File: src/rtl/ffq_pkg.sv
package ffq_pkg;
  localparam int VAL_W = 2;

  localparam logic [VAL_W-1:0] V_UNK  = 2'b00;
  localparam logic [VAL_W-1:0] V_ZERO = 2'b01;
  localparam logic [VAL_W-1:0] V_ONE  = 2'b10;

  typedef enum logic [1:0] {
    C_WAIT   = 2'd0,
    C_FAULTS = 2'd1,
    C_DONE   = 2'd2
  } cap_st_e;

  typedef enum logic [1:0] {
    R_OFF   = 2'd0,
    R_FAULT = 2'd1,
    R_END   = 2'd2
  } rep_st_e;
endpackage

File: src/rtl/ffq_capture.sv
module ffq_capture
  import ffq_pkg::*;
#(
  parameter int TAG_W = 8,
  parameter int DEPTH = 16,
  localparam int IW = $clog2(DEPTH),
  localparam int CW = $clog2(DEPTH + 1),
  localparam int DW = TAG_W + VAL_W
) (
  input  logic             clk,
  input  logic             rst,
  input  logic             tick,
  input  logic             d_valid,
  output logic             d_ready,
  input  logic [TAG_W-1:0] d_tag,
  input  logic [VAL_W-1:0] d_val,
  output logic             wr_en,
  output logic [IW-1:0]    wr_idx,
  output logic [DW-1:0]    wr_data,
  output logic [CW-1:0]    cap_cnt,
  output logic [VAL_W-1:0] cap_good,
  output logic             err_ovf,
  output logic             err_inc
);
  cap_st_e st;
  logic    armed;
  logic    acc, is_begin, is_end, is_fault, full;

  assign is_begin = (d_tag == '0);
  assign is_end   = (d_tag == '1);
  assign is_fault = !d_tag[TAG_W-1] && (d_tag != '0);
  assign full     = (cap_cnt == CW'(DEPTH));
  assign d_ready  = !tick && (st != C_DONE);
  assign acc      = d_valid && d_ready;

  assign wr_en   = acc && (st == C_FAULTS) && is_fault && !full;
  assign wr_idx  = cap_cnt[IW-1:0];
  assign wr_data = {d_tag, d_val};

  always_ff @(posedge clk) begin
    if (rst) begin
      st       <= C_WAIT;
      cap_cnt  <= '0;
      cap_good <= V_UNK;
      armed    <= 1'b1;
      err_ovf  <= 1'b0;
      err_inc  <= 1'b0;
    end else if (tick) begin
      // only an untouched capture on the start-up tick is exempt
      if ((st != C_DONE) && !((st == C_WAIT) && armed))
        err_inc <= 1'b1;
      st       <= C_WAIT;
      cap_cnt  <= '0;
      cap_good <= V_UNK;
      armed    <= 1'b0;
    end else if (acc) begin
      case (st)
        C_WAIT: begin
          if (is_begin) begin
            st       <= C_FAULTS;
            cap_good <= d_val;
          end
        end
        C_FAULTS: begin
          if (is_end)
            st <= C_DONE;
          else if (is_fault) begin
            if (full) err_ovf <= 1'b1;
            else      cap_cnt <= cap_cnt + CW'(1);
          end
        end
        default: ;
      endcase
    end
  end
endmodule

File: src/rtl/ffq_store.sv
module ffq_store #(
  parameter int DEPTH = 16,
  parameter int DW    = 10,
  localparam int AW   = $clog2(2 * DEPTH)
) (
  input  logic          clk,
  input  logic          we,
  input  logic [AW-1:0] waddr,
  input  logic [DW-1:0] wdata,
  input  logic [AW-1:0] raddr,
  output logic [DW-1:0] rdata
);
  logic [DW-1:0] mem [2*DEPTH];

  always_ff @(posedge clk) begin
    if (we) mem[waddr] <= wdata;
    rdata <= mem[raddr];
  end
endmodule

File: src/rtl/ffq_replay.sv
module ffq_replay
  import ffq_pkg::*;
#(
  parameter int TAG_W = 8,
  parameter int DEPTH = 16,
  localparam int IW = $clog2(DEPTH),
  localparam int CW = $clog2(DEPTH + 1),
  localparam int DW = TAG_W + VAL_W
) (
  input  logic             clk,
  input  logic             rst,
  input  logic             tick,
  input  logic [CW-1:0]    load_cnt,
  input  logic [VAL_W-1:0] load_good,
  input  logic [DW-1:0]    rd_data,
  output logic [IW-1:0]    rd_idx,
  output logic             q_valid,
  input  logic             q_ready,
  output logic [TAG_W-1:0] q_tag,
  output logic [VAL_W-1:0] q_val
);
  rep_st_e          st;
  logic [CW-1:0]    cnt, idx, idx_n;
  logic [VAL_W-1:0] good;
  logic             adv;

  assign adv = !q_valid || q_ready;

  always_comb begin
    if (tick)                          idx_n = '0;
    else if (adv && (st == R_FAULT))   idx_n = idx + CW'(1);
    else                               idx_n = idx;
  end

  assign rd_idx = idx_n[IW-1:0];

  always_ff @(posedge clk) begin
    if (rst) begin
      st      <= R_OFF;
      q_valid <= 1'b0;
      q_tag   <= '0;
      q_val   <= V_UNK;
      cnt     <= '0;
      idx     <= '0;
      good    <= V_UNK;
    end else begin
      idx <= idx_n;
      if (tick) begin
        q_valid <= 1'b1;
        q_tag   <= '0;
        q_val   <= load_good;
        good    <= load_good;
        cnt     <= load_cnt;
        st      <= (load_cnt == '0) ? R_END : R_FAULT;
      end else if (adv) begin
        case (st)
          R_FAULT: begin
            q_valid <= 1'b1;
            q_tag   <= rd_data[DW-1:VAL_W];
            q_val   <= rd_data[VAL_W-1:0];
            if ((idx + CW'(1)) == cnt) st <= R_END;
          end
          R_END: begin
            q_valid <= 1'b1;
            q_tag   <= '1;
            q_val   <= good;
            st      <= R_OFF;
          end
          default: q_valid <= 1'b0;
        endcase
      end
    end
  end
endmodule

File: src/rtl/ffq_dff.sv
module ffq_dff
  import ffq_pkg::*;
#(
  parameter int TAG_W = 8,
  parameter int DEPTH = 16
) (
  input  logic             clk,
  input  logic             rst,
  input  logic             tick,
  input  logic             d_valid,
  output logic             d_ready,
  input  logic [TAG_W-1:0] d_tag,
  input  logic [1:0]       d_val,
  output logic             q_valid,
  input  logic             q_ready,
  output logic [TAG_W-1:0] q_tag,
  output logic [1:0]       q_val,
  output logic             err_overflow,
  output logic             err_incomplete
);
  localparam int IW = $clog2(DEPTH);
  localparam int CW = $clog2(DEPTH + 1);
  localparam int DW = TAG_W + VAL_W;
  localparam int AW = IW + 1;

  logic             cap_bank, rd_bank;
  logic             wr_en;
  logic [IW-1:0]    wr_idx, rd_idx;
  logic [DW-1:0]    wr_data, rd_data;
  logic [CW-1:0]    cap_cnt;
  logic [VAL_W-1:0] cap_good;

  always_ff @(posedge clk) begin
    if (rst)       cap_bank <= 1'b0;
    else if (tick) cap_bank <= ~cap_bank;
  end

  // read bank follows the bank that becomes the replay half after this edge
  assign rd_bank = tick ? cap_bank : ~cap_bank;

  ffq_capture #(.TAG_W(TAG_W), .DEPTH(DEPTH)) i_capture (
    .clk(clk), .rst(rst), .tick(tick),
    .d_valid(d_valid), .d_ready(d_ready), .d_tag(d_tag), .d_val(d_val),
    .wr_en(wr_en), .wr_idx(wr_idx), .wr_data(wr_data),
    .cap_cnt(cap_cnt), .cap_good(cap_good),
    .err_ovf(err_overflow), .err_inc(err_incomplete)
  );

  ffq_store #(.DEPTH(DEPTH), .DW(DW)) i_store (
    .clk(clk),
    .we(wr_en), .waddr({cap_bank, wr_idx}), .wdata(wr_data),
    .raddr({rd_bank, rd_idx}), .rdata(rd_data)
  );

  ffq_replay #(.TAG_W(TAG_W), .DEPTH(DEPTH)) i_replay (
    .clk(clk), .rst(rst), .tick(tick),
    .load_cnt(cap_cnt), .load_good(cap_good),
    .rd_data(rd_data), .rd_idx(rd_idx),
    .q_valid(q_valid), .q_ready(q_ready), .q_tag(q_tag), .q_val(q_val)
  );
endmodule

File: config.mk
export PLATFORM = sky130hd
export DESIGN_NAME = ffq_dff
export DESIGN_NICKNAME = d
export VERILOG_FILES = /design/src/rtl/ffq_pkg.sv /design/src/rtl/ffq_capture.sv /design/src/rtl/ffq_store.sv /design/src/rtl/ffq_replay.sv /design/src/rtl/ffq_dff.sv
export SDC_FILE = /design/constraint.sdc
export NUM_CORES = 1
export LEC_CHECK = 0
export BUFFER_PORTS_ARGS = -buffer_cell sky130_fd_sc_hd__buf_2
export CORE_UTILIZATION = 42
export CTS_CLUSTER_SIZE = 28
export DETAILED_ROUTE_END_ITERATION = 7
export GPL_ROUTABILITY_DRIVEN = 0
export MAX_ROUTING_LAYER = met4
export PLACE_DENSITY = 0.65
export SETUP_SLACK_MARGIN = 0.5
export SLEW_MARGIN = 10
export SYNTH_ARGS = -nofsm -noshare
export SYNTH_HDL_FRONTEND = slang
export SYNTH_HIERARCHICAL = 1
export SYNTH_SLANG_ARGS = --single-unit
File: constraint.sdc
create_clock -name clk -period 4 [get_ports clk]
set_input_delay 0.6 -clock clk [delete_from_list [all_inputs] [get_ports clk]]
set_output_delay 0.6 -clock clk [all_outputs]
set_load 0.01 [all_outputs]
**Word level (Yosys, flattened, before mapping)**

Memory sizes are Yosys's and may differ from the RTL's. A register that Yosys moved wholly into a read port is not among the register bits.
Cells that the tools add are included.
Widths: inputs -> output; s select.

- Bitwise operators: 4
- Reduce and logical (&&, ||, !) cells: 33
- Add/subtract/negate cells: 2
- Equality and inequality tests: 10
- Mux-type cells: 20

Operators by type and width:

| kind | count |
|---|---|
| $mux 2 | 8 |
| $pmux 8 s2 | 1 |
| $pmux 2 s2 | 3 |
| $add 5x1->5 const B | 2 |
| $logic_and 1x1->1 | 9 |
| $eq 8x8->1 const B | 1 |
| $logic_not 8->1 | 1 |
| $mux 4 | 2 |
| $reduce_bool 8->1 | 1 |
| $mux 1 | 6 |
| $reduce_and 2->1 | 3 |
| $reduce_and 3->1 | 2 |
| $reduce_and 6->1 | 1 |
| $reduce_bool 2->1 | 3 |
| $eq 5x5->1 | 1 |
| $eq 5x5->1 const B | 1 |
| $logic_not 1->1 | 5 |
| $logic_not 5->1 | 1 |
| $reduce_and 5->1 | 1 |
| $eq 2x1->1 const B | 2 |
| $ne 2x1->1 const B | 2 |
| $not 1->1 | 4 |
| $reduce_and 4->1 | 1 |
| $reduce_or 2->1 | 2 |
| 6 further kinds | 6 |

- Output and inout port bits: 14
- Memories: 1
- Flip-flop bits (word level): 38
- Bits in writable memories: 320

Memories:

| name | words | bits a word | read ports | clocked after memory_dff | write ports | RTL line | text |
|---|---|---|---|---|---|---|---|
| i_store.mem | 32 | 10 | 1 | 1 | 1 | ffq_store.sv:13 | `logic [DW-1:0] mem [2*DEPTH];` |

**Logic depth before layout (Yosys ltp)**

- Word-level depth: 8
- Depth in mapped cells: 12
- Gate-level depth less buffers: 10

**Hierarchy**

Netlist, hierarchy kept.

Modules (own cells, without submodules):

| module | times used | area each (um^2) | cells an instance | sequential area each (um^2) |
|---|---|---|---|---|
| ffq_store | 1 | 12993.7 | 733 | 9809.4 |
| ffq_replay | 1 | 1156.1 | 140 | 500.5 |
| ffq_capture | 1 | 698.2 | 82 | 240.2 |
| ffq_dff | 1 | 32.5 | 3 | 20.0 |

**Worst setup path after synthesis**

OpenSTA, ideal clock, no wires.

- Kind: in2reg
- Start point: input tick
- End point: memory i_store.mem[0][0] (enable)
- Library setup time: 376 ps
- Stages: 6
- Setup slack: 1215 ps
- Buffers on the path: 1
- Arrival time: 2409 ps
- Required time: 3624 ps
- Cells stage by stage: nor3b_1 -> o2111ai_2 -> nor2_1 -> or3b_1 -> clkbuf_1 -> nor2_1

- Cells in the longest elaborated chain, start to end: 8

Ends and longest elaborated chain:

| what | RTL line | text |
|---|---|---|
| from (decl) | ffq_dff.sv:9 | `input logic tick,` |
| $logic_not 1->1 | ffq_capture.sv:33 | `assign d_ready = !tick && (st != C_DONE);` |
| $logic_and 1x1->1 | ffq_capture.sv:33 |  |
| $logic_and 1x1->1 | ffq_capture.sv:34 | `assign acc = d_valid && d_ready;` |
| $logic_and 1x1->1 (3 in series) | ffq_capture.sv:36 | `assign wr_en = acc && (st == C_FAULTS) && is_fault && !full;` |
| named net wr_en | ffq_dff.sv:27 | `logic wr_en;` |
| $mux 1 | ffq_store.sv:16 | `if (we) mem[waddr] <= wdata;` |
| $mux 1 (implied by the code) | ffq_store.sv:16 |  |
| to (decl) | ffq_store.sv:13 |  |

The timed path passes the listed nets, and every way through them passes these cells.

**Worst setup path in the final report**

- Start point: register i_capture.st[1]
- End point: memory i_store.mem[12][9] (enable)

- Cells in the longest elaborated chain, start to end: 8
- Elaborated cells between the ends (all ways): 9
- Those cells by class: eq/ne (2); mux (2); reduce/logical (5)

Ends and longest elaborated chain:

| what | RTL line | text |
|---|---|---|
| from (decl) | ffq_capture.sv:25 | `cap_st_e st;` |
| from (signal assigned) | ffq_capture.sv:42 | `st <= C_WAIT;` |
| from (signal assigned) | ffq_capture.sv:52 | `st <= C_WAIT;` |
| from (signal assigned) | ffq_capture.sv:60 | `st <= C_FAULTS;` |
| $ne 2x2->1 | ffq_capture.sv:33 |  |
| $logic_and 1x1->1 | ffq_capture.sv:33 |  |
| $logic_and 1x1->1 | ffq_capture.sv:34 |  |
| $logic_and 1x1->1 * (3 in series) | ffq_capture.sv:36 |  |
| named net wr_en | ffq_dff.sv:27 |  |
| $mux 1 * | ffq_store.sv:16 |  |
| $mux 1 (implied by the code) * | ffq_store.sv:16 |  |

The timed path passes the listed nets; every way through them passes the cells marked *.

==> metrics <==
Cell variety after synth=52; Die Y-Extent=roughly 190 um; Avg Synthesized Cell Area=15.5 sq um; YS warnings=6; CP arrival=~3.1 ns; Core ar.=between 0.03 and 0.04 sq mm; CP most frequent cell=nor2_1; CTS Hold Bufs=0; Post-synth ARST share=0%; Fillers=about 2.9k; Final Hold Vio Count=0; Seq pwr share=a little over half; status=completed; Pleak=about 5.3 nW; Final Setup Violations=0; clock sinks=roughly 370; DRC Markers=0; max-cap violations=0; Starting Density=between 40% and 50%; sequential cell area=approximately 0.011 sq mm; Comb pwr share=under 10%; fmax=between 0.3 and 0.4 GHz; DRT Pass-1 Iters=5; Critical Path Fanout Max=10; top cell family by delay on the critical path=simple AND/OR/NAND/NOR gates; final cycle utilization of the critical path=between 70% and 80%; Post-synth EDFFs=320; Worst-path clk slew=0.06 ns; Setup crit end kind=flop; H-Tree Level Count=2; Switching Share=about a fifth; post-synthesis sequential area ratio=around 71%; Slew @ Worst Pin=between 0.7 and 0.8 ns; Startpoint Class=flop; minimum clock period=2.89 ns; main flop type after synthesis=edfxtp_1; Root Buffer=clkbuf_16; first-pass GRT wire length=50400 um; Post-DP HPWL=roughly 20000 um; net switching power=approximately 1.6 mW; Post-Syn Area=around 0.015 sq mm; Cell Pwr Density=~470 mW/mm^2; Max Slew Vio Count=0; PortBufs=28; width of the die=~190 um; area leader, netlist=edfxtp_1; worst hold path class=reg2reg; post-route ant nets=0; total negative slack=0 ns; synth top area cells=edfxtp_1 (65%), mux2i_1 (11%), dfxtp_1 (6.5%), a22oi_1 (2.0%), nor2_1 (1.8%); largest net degree at the start of global routing=56; IO Pins=29; critical path, cell by cell=nor3b_1 > o2111ai_2 > nor2_1 > or3b_1 > nor2_1 > buf_4; Num CTS Buffers=38; Clock Tree Buf Depth=3; Mapped Cells=around 960; CTS tree=done; CTS resizes=0; Post-Syn Nets=978; routed vias/inst=between 5 and 6; Required @ worst endpoint=4.22 ns; final hold slack=approximately 0.45 ns; clk_skew=0.0140 ns; WL final=about 33000 um; GRT Residual Overflow=0; Pwr Total=slightly below 8 mW; max incr delay on CP=roughly 0.66 ns; # diodes=0; total number of vias=approximately 8.3k; # rows=68; Cell Int Power=roughly 6.3 mW; CP Buf/Inv Count=1; WS Path Type=reg2reg; multi-input gate area in the final layout=0.00379 sq mm; post-CTS setup buffer count=0; Layout Nets=roughly 1.0k; Post-DP Area=0.0156 sq mm; Clk Latency, worst-skew pair=around 0.52 ns; Seq cells post-synth=around 370; Synth top area share=64.6%; Layout Cell Area excl Fill=around 0.017 sq mm; Slew HR=between 40% and 50%; initial antenna violation count=0; drt wl/cell=around 22 um; maximum VDD drop=roughly 0.39 mV; share of cells above drive strength 1=15.4%; Area Overhead vs Synth=12.9%; vias in the first global route=8367; DRT iter0 DRCs=926; flop2flop setup slack=about 1.1 ns; clock share of power=43.9%; critical path's slowest cell=or3b_1; unrepaired setup endpoints after global routing=false; GRT Util Overall=roughly a fifth; Die ar.=about 0.036 sq mm
## path summary, 6_finish.rpt
check	cells after the start	to	from
setup / recovery	6	i_store/mem[12][9]	i_capture/st[1]
hold / removal	2	i_capture/err_ovf	i_capture/err_ovf
hold reg to reg	2	i_capture/err_ovf	i_capture/err_ovf
setup reg to reg	6	i_store/mem[12][9]	i_capture/st[1]
## layout make-up
| type | instances | area share (%) |
|---|---|---|
| Tap cell | 455 | 3.39 |
| Timing Repair Buffer | 85 | 3.60 |
| Multi-Input combinational cell | 517 | 22.5 |
| Inverter | 10 | 0.223 |
| Clock inverter | 12 | 0.633 |
| Clock buffer | 55 | 6.71 |
| Sequential cell | 368 | 62.9 |
## synth_stat cells (all sizes together), types with 2 or more instances
cell,n
xnor2,5
buf,49
dfxtp,48
a21oi,34
or4,5
inv,10
and3,2
a22o,20
clkbuf,14
ha,5
a221oi,2
and4,2
nand3b,5
nor2b,4
nand3,26
nand4,10
nand2,33
or3b,4
or3,5
o21ai,7
nor3,27
nor2,70
nand2b,6
xor2,5
or2,4
a31oi,11
edfxtp,320
a211o,2
mux2i,169
a22oi,40
o22ai,2
## per-stage QoR
| step | instances | setup WS [ns] | util [%] |
|---|---|---|---|
| after CTS | 1502 | 1.13 | 48.4 |
| after global routing | 1502 | 0.900 | 48.4 |
| after detailed placement | 1435 | 0.760 | 44.9 |
| final | 1502 | 1.11 | 48.4 |
| after floorplan | 958 | 1.22 | - |
| after global placement | 1435 | 0.755 | 44.9 |
## registers in the layout (all words and copies together) (netlist names)
| name | count |
|---|---|
| i_store/mem | 320 |
| i_replay/q_valid | 1 |
| i_capture/st | 2 |
| i_capture/cap_cnt | 5 |
| i_replay/cnt | 5 |
| i_capture/err_inc | 1 |
| i_replay/idx | 5 |
| i_replay/st | 2 |
| i_replay/good | 2 |
| cap_bank | 1 |
| i_replay/q_val | 2 |
| i_capture/err_ovf | 1 |
| i_capture/armed | 1 |
| i_store/rdata | 10 |
| i_capture/cap_good | 2 |
| i_replay/q_tag | 8 |
## power groups by stage
stage / combinational, mW / clock [mW] / sequential [mW]
after floorplan: 0.125 / 0 / 4.28
after global placement: 0.215 / 0 / 4.29
after detailed placement: 0.219 / 0 / 4.29
after CTS: 0.220 / 3.53 / 4.21
after global routing: 0.240 / 3.68 / 4.20
final: 0.222 / 3.47 / 4.21
## metal layers
metal | up-vias | wire length [um] | track usage (%)
li1 | 3810 | - | -
met1 | 4183 | 14200 | 25.2
met2 | 288 | 16200 | 31.2
met3 | 66 | 2130 | 2.80
met4 | 0 | 958 | 5.38
met5 | - | 0 | -
## placed cells by master, fill, tap and decap left out, types with 7 or more instances in the layout
master     count
a22o_1        20
mux2i_1      169
nor2_1        68
o21ai_0        7
nand4_1       10
nor3_2         9
buf_4         54
inv_1         10
nand2_1       33
clkbuf_16     41
buf_2         28
a31oi_1       11
a21oi_1       34
nor3_1        18
nand3_1       26
dfxtp_1       48
clkbuf_1       9
a22oi_1       40
edfxtp_1     320
## kinds of logic (layout without fill, tap and decap cells)
group           Yosys count  in the layout  synth area share (%)
flops                   368            368                  71.0
mux                     169            169                  11.4
compound gates          123            123                  5.67
xor+xnor                 10             10                 0.589
buf+inv                  73            162                  3.60
simple gates            210            210                  7.32
fa+ha+maj                 5              5                 0.420
## worst reg2reg max path, delay by kind of cell, from the launching register on
family	cells	cell delay, ns
flops	1	0.35
buf+inv	1	0.23
compound gates	1	0.32
simple gates	4	1.70
(Power assumes the default switching activity.)
